===== src/rtl/i2c_dw_pkg.sv =====
package i2c_dw_pkg;
  typedef enum logic [1:0] {
    RX_IDLE = 2'd0,   // not addressed; waits for START
    RX_ADDR = 2'd1,   // shifting the address byte
    RX_DATA = 2'd2,   // addressed, data set incomplete
    RX_FULL = 2'd3    // data set complete; further bytes refused
  } rx_state_t;

  localparam int BIT_CNT_W = 4;
endpackage


===== src/rtl/i2c_dw_sync.sv =====
module i2c_dw_sync #(
  parameter int W      = 2,
  parameter int STAGES = 2
) (
  input  logic         clk,
  input  logic         rst,
  input  logic [W-1:0] d,
  output logic [W-1:0] q
);
  logic [W-1:0] stg [STAGES];

  always_ff @(posedge clk) begin
    if (rst) stg[0] <= '1;
    else     stg[0] <= d;
  end

  for (genvar k = 1; k < STAGES; k++) begin : g_stage
    always_ff @(posedge clk) begin
      if (rst) stg[k] <= '1;
      else     stg[k] <= stg[k-1];
    end
  end

  assign q = stg[STAGES-1];
endmodule


===== src/rtl/i2c_dw_cond.sv =====
module i2c_dw_cond (
  input  logic clk,
  input  logic rst,
  input  logic scl_s,
  input  logic sda_s,
  output logic start_det,
  output logic stop_det,
  output logic scl_rise,
  output logic scl_fall
);
  logic scl_q, sda_q;

  always_ff @(posedge clk) begin
    if (rst) begin
      scl_q <= 1'b1;
      sda_q <= 1'b1;
    end else begin
      scl_q <= scl_s;
      sda_q <= sda_s;
    end
  end

  assign start_det = scl_s & scl_q &  sda_q & ~sda_s;
  assign stop_det  = scl_s & scl_q & ~sda_q &  sda_s;
  assign scl_rise  = scl_s & ~scl_q;
  assign scl_fall  = ~scl_s & scl_q;
endmodule


===== src/rtl/i2c_dw_rx.sv =====
module i2c_dw_rx
  import i2c_dw_pkg::*;
#(
  parameter logic [6:0] DEV_ADDR = 7'b0011011,
  parameter int         NBYTES   = 3,
  parameter int         BYTE_W   = 8,
  localparam int        WORD_W   = NBYTES * BYTE_W,
  localparam int        IDX_W    = (NBYTES > 1) ? $clog2(NBYTES) : 1
) (
  input  logic              clk,
  input  logic              rst,
  input  logic              sda_s,
  input  logic              start_det,
  input  logic              stop_det,
  input  logic              scl_rise,
  input  logic              scl_fall,
  output logic              sda_oe,
  output logic              commit,
  output logic [WORD_W-1:0] pend_word
);
  localparam logic [BIT_CNT_W-1:0] CNT_BYTE = BIT_CNT_W'(BYTE_W);
  localparam logic [BIT_CNT_W-1:0] CNT_ACK  = BIT_CNT_W'(BYTE_W + 1);
  localparam logic [IDX_W-1:0]     IDX_LAST = IDX_W'(NBYTES - 1);

  rx_state_t              state;
  logic [BIT_CNT_W-1:0]   bit_cnt;
  logic [BYTE_W-1:0]      shreg;
  logic [IDX_W-1:0]       idx;
  logic [BYTE_W-1:0]      hold [NBYTES];
  logic                   pend;
  logic [WORD_W-1:0]      full_word;

  // Word formed from earlier latched bytes plus the byte now in the shifter.
  always_comb begin
    full_word = '0;
    for (int k = 0; k < NBYTES - 1; k++)
      full_word[(NBYTES-1-k)*BYTE_W +: BYTE_W] = hold[k];
    full_word[BYTE_W-1:0] = shreg;
  end

  // A STOP is refused while a data set is only partly received.
  assign commit = stop_det & pend & (state != RX_DATA);

  always_ff @(posedge clk) begin
    if (rst) begin
      state     <= RX_IDLE;
      bit_cnt   <= '0;
      shreg     <= '0;
      idx       <= '0;
      sda_oe    <= 1'b0;
      pend      <= 1'b0;
      pend_word <= '0;
    end else if (start_det) begin
      state   <= RX_ADDR;
      bit_cnt <= '0;
      sda_oe  <= 1'b0;
    end else if (stop_det) begin
      state   <= RX_IDLE;
      bit_cnt <= '0;
      sda_oe  <= 1'b0;
      pend    <= 1'b0;
    end else begin
      if (scl_rise && state != RX_IDLE && bit_cnt < CNT_BYTE) begin
        shreg   <= {shreg[BYTE_W-2:0], sda_s};
        bit_cnt <= bit_cnt + 1'b1;
      end else if (scl_rise && bit_cnt == CNT_BYTE) begin
        bit_cnt <= CNT_ACK;
      end

      if (scl_fall && bit_cnt == CNT_BYTE) begin
        unique case (state)
          RX_ADDR: begin
            if (shreg == {DEV_ADDR, 1'b0}) sda_oe <= 1'b1;
            else                           state  <= RX_IDLE;
          end
          RX_DATA: begin
            sda_oe    <= 1'b1;
            hold[idx] <= shreg;
            if (idx == IDX_LAST) begin
              pend      <= 1'b1;
              pend_word <= full_word;
            end
          end
          default: ;
        endcase
      end

      if (scl_fall && bit_cnt == CNT_ACK) begin
        bit_cnt <= '0;
        sda_oe  <= 1'b0;
        if (state == RX_ADDR) begin
          state <= RX_DATA;
          idx   <= '0;
        end else if (state == RX_DATA) begin
          if (idx == IDX_LAST) state <= RX_FULL;
          else                 idx   <= idx + 1'b1;
        end
      end
    end
  end
endmodule


===== src/rtl/i2c_deferred_wr_slave.sv =====
module i2c_deferred_wr_slave #(
  parameter logic [6:0] DEV_ADDR    = 7'b0011011,
  parameter int         NBYTES      = 3,
  parameter int         BYTE_W      = 8,
  parameter int         SYNC_STAGES = 2,
  localparam int        WORD_W      = NBYTES * BYTE_W
) (
  input  logic              clk,
  input  logic              rst,
  input  logic              scl_in,
  input  logic              sda_in,
  output logic              sda_oe,
  output logic [WORD_W-1:0] data_out,
  output logic              update_strobe
);
  logic              scl_s, sda_s;
  logic              start_det, stop_det, scl_rise, scl_fall;
  logic              commit;
  logic [WORD_W-1:0] pend_word;

  i2c_dw_sync #(.W(2), .STAGES(SYNC_STAGES)) u_sync (
    .clk (clk),
    .rst (rst),
    .d   ({scl_in, sda_in}),
    .q   ({scl_s, sda_s})
  );

  i2c_dw_cond u_cond (
    .clk       (clk),
    .rst       (rst),
    .scl_s     (scl_s),
    .sda_s     (sda_s),
    .start_det (start_det),
    .stop_det  (stop_det),
    .scl_rise  (scl_rise),
    .scl_fall  (scl_fall)
  );

  i2c_dw_rx #(.DEV_ADDR(DEV_ADDR), .NBYTES(NBYTES), .BYTE_W(BYTE_W)) u_rx (
    .clk       (clk),
    .rst       (rst),
    .sda_s     (sda_s),
    .start_det (start_det),
    .stop_det  (stop_det),
    .scl_rise  (scl_rise),
    .scl_fall  (scl_fall),
    .sda_oe    (sda_oe),
    .commit    (commit),
    .pend_word (pend_word)
  );

  always_ff @(posedge clk) begin
    if (rst) begin
      data_out      <= '0;
      update_strobe <= 1'b0;
    end else begin
      update_strobe <= commit;
      if (commit) data_out <= pend_word;
    end
  end
endmodule


===== config.mk =====
export PLATFORM = sky130hd
export DESIGN_NAME = i2c_deferred_wr_slave
export DESIGN_NICKNAME = d
export VERILOG_FILES = /design/src/rtl/i2c_dw_pkg.sv /design/src/rtl/i2c_dw_sync.sv /design/src/rtl/i2c_dw_cond.sv /design/src/rtl/i2c_dw_rx.sv /design/src/rtl/i2c_deferred_wr_slave.sv
export SDC_FILE = /design/constraint.sdc
export NUM_CORES = 1
export LEC_CHECK = 0
export ABC_AREA = 0
export BUFFER_PORTS_ARGS = -buffer_cell sky130_fd_sc_hd__buf_2
export CAP_MARGIN = 10
export CORE_MARGIN = 4
export CORE_UTILIZATION = 30
export DETAILED_ROUTE_END_ITERATION = 6
export GPL_TIMING_DRIVEN = 0
export PLACE_DENSITY_LB_ADDON = 0.05
export SETUP_SLACK_MARGIN = 0.2
export SYNTH_ARGS = -nofsm -noshare
export SYNTH_HDL_FRONTEND = slang
export SYNTH_SLANG_ARGS = --single-unit

===== constraint.sdc =====
create_clock -name clk -period 2.1 [get_ports clk]
set_input_delay 0.105 -clock clk [delete_from_list [all_inputs] [get_ports clk]]
set_output_delay 0.105 -clock clk [all_outputs]
set_load 0.005 [all_outputs]

# Word-level counts from Yosys, hierarchy flattened
# Memory sizes are Yosys's and may differ from the RTL's. A register that Yosys moved wholly into a read port is not among the register bits.
# Cells that the tools add are included.
# totals
n_memories,2
ramBits,28
word_cells,92
ff_bits,69
out_inout_bits,26
# classes
bitwise,17
reduce_logical,18
n_addsub,2
n_lt_le_gt_ge,1
n_mux,31
eq_ne,9
# mem_list
name,words,word_bits,read_ports,rd_ports_with_merged_regs,write_ports,line,source
u_rx.hold,3,8,2,2,1,i2c_dw_rx.sv:29,logic [BYTE_W-1:0] hold [NBYTES];
u_sync.stg,2,2,2,0,2,i2c_dw_sync.sv:10,logic [W-1:0] stg [STAGES];
# ops
cell,count
$mux W2,12
$mux W1,16
$reduce_bool A2 Y1,6
$reduce_and A5 Y1,2
$and A1 B1 Y1,9
$eq A4 B4 Y1 const B,2
$eq A8 B6 Y1 const B,1
$mux W4,2
$not A1 Y1,6
$reduce_and A3 Y1,2
$logic_and A1 B1 Y1,5
$add A4 B1 Y4 const B,1
$eq A2 B2 Y1 const B,2
$lt A4 B4 Y1 const B,1
$ne A2 B2 Y1 const B,2
$reduce_and A4 Y1,1
$reduce_or A4 Y1,1
$reduce_or A3 Y1,1
$add A2 B1 Y2 const B,1
$eq A2 B1 Y1 const B,1
$ne A2 B1 Y1 const B,1
$or A1 B1 Y1,2
$pmux W1 S2,1

# Depth between registers and ports, before layout
# Gate-level depths: netlist of run 1.
# An unclocked memory read counts as a cell.
# depth
depth_word,11
mapped_depth,7
ltp_nobuf,6

# By module
# A second synthesis of run 1 with hierarchy kept.
# hier_totals
hier_cells,332
hier_area_um2,3413.3
# modules_own_cells
module,cells_per_inst,instances,area_per_inst_um2
i2c_dw_rx,236,1,2321.0
i2c_deferred_wr_slave,80,1,902.1
i2c_dw_sync,8,1,105.1
i2c_dw_cond,8,1,85.1

# Worst setup path after synthesis of run 1
# Ideal clock, no wire load.
# synth_timing
path_kind,register to register
from,reg u_rx.state[0]
to,reg u_rx.bit_cnt[2]
required_ns,1.983
path_buffers,0
stages_incl_launch_ff,7
path_slack_ns,0.505
arrival_time_ns,1.477
cell_sequence,dfxtp_1 inv_1 ha_1 nor4b_2 nand2_1 xnor2_1 nor2_1
# synth_via
elab_chain_len,4
elab_cells_between_ends,5
cone_classes,mux (1); reduce/logical (4)
# synth_lines
item,line,source
from (decl),i2c_dw_rx.sv:25,rx_state_t state;
from (signal assigned),i2c_dw_rx.sv:46,state <= RX_IDLE;
from (signal assigned),i2c_dw_rx.sv:54,state <= RX_ADDR;
from (signal assigned),i2c_dw_rx.sv:58,state <= RX_IDLE;
$reduce_bool A2 Y1 *,i2c_dw_rx.sv:63,if (scl_rise && state != RX_IDLE && bit_cnt < CNT_BYTE) begin
$logic_and A1 B1 Y1 * (2 in series),i2c_dw_rx.sv:63,
$mux W4 / $reduce_bool A2 Y1 (equally long branches),-,
to (signal assigned),i2c_dw_rx.sv:65,bit_cnt <= bit_cnt + 1'b1;
to (decl),i2c_dw_rx.sv:26,logic [BIT_CNT_W-1:0] bit_cnt;
# Mark *: on every way between the ends. The rest lies on a longest branch, timed or not.
# A chain may end at the register's enable or synchronous reset.

# Worst setup path after layout of run 1
# layout_timing
from,reg u_rx.bit_cnt[3]
to,mem u_rx.hold[1][3] (enable)
# layout_via
elab_chain_len,7
# layout_lines
item,line,source
$eq A4 B4 Y1,i2c_dw_rx.sv:70,if (scl_fall && bit_cnt == CNT_BYTE) begin
$logic_and A1 B1 Y1,i2c_dw_rx.sv:70,
$mux W1,i2c_dw_rx.sv:70,
$mux W1,i2c_dw_rx.sv:57,end else if (stop_det) begin
$mux W1,i2c_dw_rx.sv:53,end else if (start_det) begin
$mux W1,i2c_dw_rx.sv:45,if (rst) begin
$mux W1 (implied by the code),i2c_dw_rx.sv:78,hold[idx] <= shreg;
to (decl),i2c_dw_rx.sv:29,
# No other way between the ends.

==> results.yml, run 1 <==
cts:
  clk_latency_ns: 0.35
  clkSlewWorstSetupHoldPaths_ns: 0.09
  cts_tree: "done"
  cts_root_buffer: "clkbuf_8"
  numCtsBuffers: 9
  clock-sinks: 89
  htree_num_levels: 3
  clockBufferDepth: 2
critical_path:
  cp.required_ns: 2.14
  cp-startpoint: "u_rx.bit_cnt[3]"
  crit_fanout: 8
  crit-reg2reg-launch: "u_rx.bit_cnt[3]"
  worstSetupEndpointType: "flip-flop"
  worst_setup_path_start_kind: "flip-flop"
  arrival_ns: 1.82
  crit_type: "reg2reg"
synthesis:
  synthCells: 355
  synth_fp_nets: 368
  syn_area_um2: 3303
  yosysUniqueCellTypes: 35
  ys.flop_type: "dfxtp_1"
  synth_seq_cells: 89
  async_reset_ff_share_pct: 0
  synth_area_per_cell_um2: 9.305
  yosysSeqAreaShare_pct: 58.79
  synth_edf_count: 16
  yosys_warnings: 0
power_and_ir_drop:
  power.total_mw: 2.986
  ir_drop_mv: 0.3332
  p_leak_nw: 1.345
  power.density_nw_per_um2: 770.2
finish:
  stdcell_area_um2: 3877
  antenna_cells: 0
  nFillCells: 1122
  syn_to_final_growth_pct: 17.39
  final_cells: 545
  most-common-layout-cells: "121 x nand2_1, 73 x dfxtp_1, 62 x a21oi_1"
  regArea_um2: 1942
  final_common_cell: "nand2_1"
  drive_gt1_share_pct: 17.04
  multi_input_area_um2: 1237
  fin_nets: 413
  post-route-util_pct: 35.93
floorplan:
  die_w_um: 112.9
  core.rowCount: 38
  fp.coreArea_um2: 10790
  die_area_um2: 12750
  initial_utilization_pct: 30.61
  die_h_um: 112.9
  io_pins: 30
global_routing:
  use_met1_pct: 15.94
  grt_pass1_vias: 2384
  busiest_layer: "met2"
  met3_usage_pct: 2.567
  grt.total_usage_pct: 12.68
  met2_usage_pct: 21.09
  grt_max_degree: 15
  grt_pass1_wl_mm: 12.56
  gr-total-overflow: 0
  grt_antenna_before_repair: 0
placed_design:
  dp.cells: 524
  dpl_cell_area_um2: 3623
  portBuffers: 29
  place.gp.congestion: 0.7577
  hpwl_mm: 5.197
run:
  max_cap_viol_count: 0
detailed_routing:
  drc: 0
  drtPass1Iterations: 4
  drt_iter0_drc: 94
  avgViaCountPerCell: 4.466
  vias: 2434
  ant_nets: 0
  wire_per_inst_um: 14.13
  wl_mm: 7.703
sta:
  fin_crit_ns: 1.779
  maxSlewViolCount: 0
  finalCritPeriodShare_pct: 84.72
  tns_ns: 0
  hold_viol: 0
  max-slew-margin-rel_pct: 54.48
  worst_slew_pin_slew_ns: 0.6828
  setup_viol: 0
  grt_setup_unrepaired: "false"
  fmaxAchievable_ghz: 0.5621
  fin_skew_ns: 0.007769
min_path:
  min_from: "rst"
  min_path_type: "in2reg"
outcome:
  outcome: "completed"
-- power by group --
part	switching [mW]	leakage, nW	internal [mW]	total, mW
combinational	0.0409	0.510	0.0187	0.0596
sequential	0.00471	0.737	1.73	1.74
clock	0.614	0.0977	0.574	1.19
total	0.660	1.35	2.33	2.99
-- registers in the layout, summed over array words and instances, names as in the netlist, 2 cells and up, named ones only --
register,count
data_out,24
u_rx.bit_cnt,4
u_rx.hold,16
u_rx.idx,2
u_rx.pend_word,24
u_rx.shreg,8
u_sync.stg,4
-- critical path, stage by stage (launching register included) --
cell	delay [ns]
dfxtp_1	0.47
and4bb_2	0.35
and2_1	0.23
and4_2	0.42
-- layer usage --
layer  vias up  share of wire (%)
met5         -                  0
met4         0                1.8
met3        13                2.8
met2        30                 47
met1      1122                 48
li1       1269                  -
-- kinds of logic (layout without fill, tap and decap cells) --
| group | after synthesis | in the layout | synth area share [%] |
|---|---|---|---|
| XOR/XNOR | 2 | 2 | 0.5304 |
| adder cells (fa/ha/maj) | 9 | 9 | 3.409 |
| AND/OR/NAND/NOR | 155 | 155 | 20.95 |
| AO/OA/AOI/OAI | 73 | 73 | 12.05 |
| buffers and inverters | 27 | 77 | 4.280 |
| flip-flops | 89 | 89 | 58.79 |
-- final cells by class --
type                            instances  area share (%)
Timing Repair Buffer                   34           4.840
Inverter                                9          0.8712
Buffer                                 18           2.775
Sequential cell                        89           50.08
Multi-Input combinational cell        239           31.91
Clock inverter                          6           1.452
Clock buffer                           10           3.550
Tap cell                              140           4.518
-- synthesized netlist by cell type (2+ instances only) --
cell type	instances	area share, %
nand2_1	121	14
dfxtp_1	73	44
a21oi_1	62	9.4
edfxtp_1	16	15
ha_1	9	3.4
inv_1	9	1.0
clkbuf_1	8	0.91
nor2_1	7	0.80
or2_2	6	1.1
buf_2	5	0.76
a31oi_1	4	0.76
buf_6	4	1.4
or3_1	4	0.76
and4_1	3	0.80
and2_1	2	0.38
nand2b_1	2	0.38
nand4_1	2	0.38
-- path summary, 6_finish.rpt --
| kind | to | slack [ns] | cells past startpoint |
|---|---|---|---|
| worst max register to register | u_rx.hold[1][3] | 0.32 | 3 |
| worst max-delay path | u_rx.hold[1][3] | 0.32 | 3 |
| worst min-delay path | u_rx.state[0] | 0.09 | 3 |
| worst min register to register | u_sync.stg[1][0] | 0.41 | 1 |
-- metrics by stage --
step           setup WS, ns  hold WS, ns
6_report             0.3208      0.08919
5_1_grt              0.2177      0.09408
4_1_cts              0.2081      0.07595
3_5_place_dp        0.04739       0.2917
3_3_place_gp        0.02855       0.2900
2_1_floorplan        0.5055       0.2088
-- timing repair --
action                     in CTS  in global routing
gates resized for setup         1                  3
pin swaps                       0                  1
hold buffers                    2                  0
setup buffers                   0                  3
hold endpoints to repair        2                  0
setup endpoints to repair       4                 48
Power figures use the tool's default switching activity.
==> inputs of run 2 (changes only) <==
clock period = 1.7 ns   (was 2.1 ns; I/O delays follow)
==> run 2 against run 1 <==
Compared with the run above: combinational power rose by 64%; global-route usage rose by 1.4 points; largest cell class unchanged; highest routed layer unchanged; critical path depth rose by 4; die area did not move.
==> results.yml, run 2 (synthesized netlist as in run 1, its figures left out) <==
outcome:
  outcome: "completed"
sta:
  worst_slew_pin_slew_ns: 0.7993
  hold_viol: 0
  maxSlewViolCount: 0
  finalCritPeriodShare_pct: 90.82
  max-slew-margin-rel_pct: 46.71
  setup_viol: 0
  fin_skew_ns: 0.01278
  fmaxAchievable_ghz: 0.6477
  layout_setup_ws_ns: 0.1561
  fin_hold_ws_ns: 0.03371
  grt_setup_unrepaired: "true"
  fin_crit_ns: 1.544
min_path:
  min_path_type: "in2reg"
  min_path_cells: 3
  min_from: "rst"
  hold-path-endpoint: "u_rx.state[0]"
power_and_ir_drop:
  p_leak_nw: 1.735
  power.total_mw: 3.618
  power.density_nw_per_um2: 768.6
  ir_drop_mv: 0.3064
critical_path:
  worstSetupEndpointType: "flip-flop"
  worst_setup_path_start_kind: "flip-flop"
  arrival_ns: 1.76
  crit_fanout: 6
  crit_path_top_delay_cell: "or3b_1"
  critPathMaxStageDelay_ns: 0.38
  ff2ff_path_depth: 7
  cp.required_ns: 1.92
  worstReg2RegEnd: "data_out[17]"
  crit-reg2reg-launch: "u_rx.state[0]"
  r2r_setup_slack_ns: 0.16
  crit_chain: "inv_2, ha_4, or3b_1, buf_6, buf_8, nand2_2, a21oi_2"
  crit_type: "reg2reg"
run:
  max_cap_viol_count: 0
finish:
  fin_nets: 442
  nFillCells: 1105
  final_common_cell: "nand2_1"
  multi_input_area_um2: 1625
  syn_to_final_growth_pct: 42.50
  drive_gt1_share_pct: 45.16
  most-common-layout-cells: "79 x nand2_1, 61 x dfxtp_1, 31 x a21oi_1, 31 x a21oi_2, 30 x buf_2"
  stdcell_area_um2: 4707
  regArea_um2: 1972
  antenna_cells: 0
  largest_registers: "data_out x24, u_rx.pend_word x24, u_rx.hold x16"
  post-route-util_pct: 43.61
global_routing:
  grt.total_usage_pct: 14.07
  grt_max_degree: 15
  grt_antenna_before_repair: 0
  gr-total-overflow: 0
  grt_pass1_wl_mm: 13.68
  grt_pass1_vias: 2582
detailed_routing:
  drc: 0
  wire_per_inst_um: 15.22
  ant_nets: 0
  vias: 2669
  avgViaCountPerCell: 4.650
  wl_mm: 8.734
  drtPass1Iterations: 4
  drt_iter0_drc: 78
placed_design:
  place.gp.congestion: 0.7673
  hpwl_mm: 5.306
  place_ws_ns: -0.1118
  dpl_cell_area_um2: 3637
  portBuffers: 29
cts:
  htree_num_levels: 3
  numCtsBuffers: 9
  cts_tree: "done"
  clk_latency_ns: 0.37
  cts_root_buffer: "clkbuf_8"
  clock-sinks: 89
  clkSlewWorstSetupHoldPaths_ns: 0.09
  clockBufferDepth: 2
floorplan:
  die_w_um: 112.9
  die_area_um2: 12750
  die_h_um: 112.9
  core.rowCount: 38
  fp.coreArea_um2: 10790
  io_pins: 30
  initial_utilization_pct: 30.61
[run 2: changes by cell type in the layout (fill, tap and decap cells not counted), sizes merged]
cell,delta
bufinv,-1
clkbuf,+4
buf,+26
clkinvlp,-1
inv,-1
clkinv,+2
[run 2: layer usage]
layer / vias to the layer above / part of all wire, % / wire length (um) / global-route usage (%)
met2: 29 / 51 / 4419 / 23.30
met3: 13 / 2.5 / 220 / 2.727
li1: 1338 / - / - / -
met5: - / 0 / 0 / 0
met1: 1289 / 45 / 3928 / 17.70
met4: 0 / 1.9 / 166 / 6.490
[run 2: per-stage QoR]
| step | setup TNS (ns) | instances |
|---|---|---|
| floorplan | 0 | 355 |
| global placement | -2.169 | 524 |
| detailed placement | -2.905 | 524 |
| CTS | 0 | 564 |
| global route | 0 | 574 |
| finish | 0 | 574 |
[run 2: how the worst max path moves through the flow]
stage / start / endpoint / slack [ns] / cells past startpoint
5_1_grt: u_rx.state[0] / u_rx.pend_word[21] / 0.1 / 8
3_5_place_dp: u_rx.bit_cnt[3] / u_rx.pend_word[11] / -0.11 / 5
4_1_cts: u_cond.sda_q / u_rx.hold[1][6] / 0.12 / 4
3_3_place_gp: u_rx.bit_cnt[3] / u_rx.pend_word[17] / -0.09 / 5
6_report: u_rx.state[0] / data_out[17] / 0.16 / 7
2_1_floorplan: u_rx.bit_cnt[3] / u_rx.hold[0][0] / 0.16 / 3
[run 2: area by class of cell]
| type | count | area share [%] |
|---|---|---|
| well taps | 140 | 3.721 |
| clock buffers | 11 | 3.243 |
| inverters | 9 | 0.7177 |
| repair buffers | 63 | 11.75 |
| plain buffers | 18 | 3.535 |
| clock inverters | 5 | 0.6114 |
| multi-input cells | 239 | 34.53 |
| flip-flops and latches | 89 | 41.89 |
[run 2: power by group]
part           internal [mW]  switching [mW]  total, mW
Combinational         0.0336          0.0642     0.0979
Sequential              2.13         0.00539       2.14
Clock                  0.614           0.767       1.38
[run 2: worst max-delay path: cells and delay by family (launching register included)]
| family | cells | cell delay, ns |
|---|---|---|
| buffers and inverters | 3 | 0.39 |
| and+or+nand+nor | 2 | 0.44 |
| DFF | 1 | 0.34 |
| AOI/OAI and AO/OA | 1 | 0.05 |
| adders and majority gates | 1 | 0.17 |
[run 2: what timing repair did]
item	4_1_cts	5_1_grt
hold buffers	2	0
gates cloned	3	4
endpoints found under the hold margin	2	0
gates resized for setup	70	88
buffers inserted	19	6
pin swaps	32	51
endpoints found under the setup margin	81	79
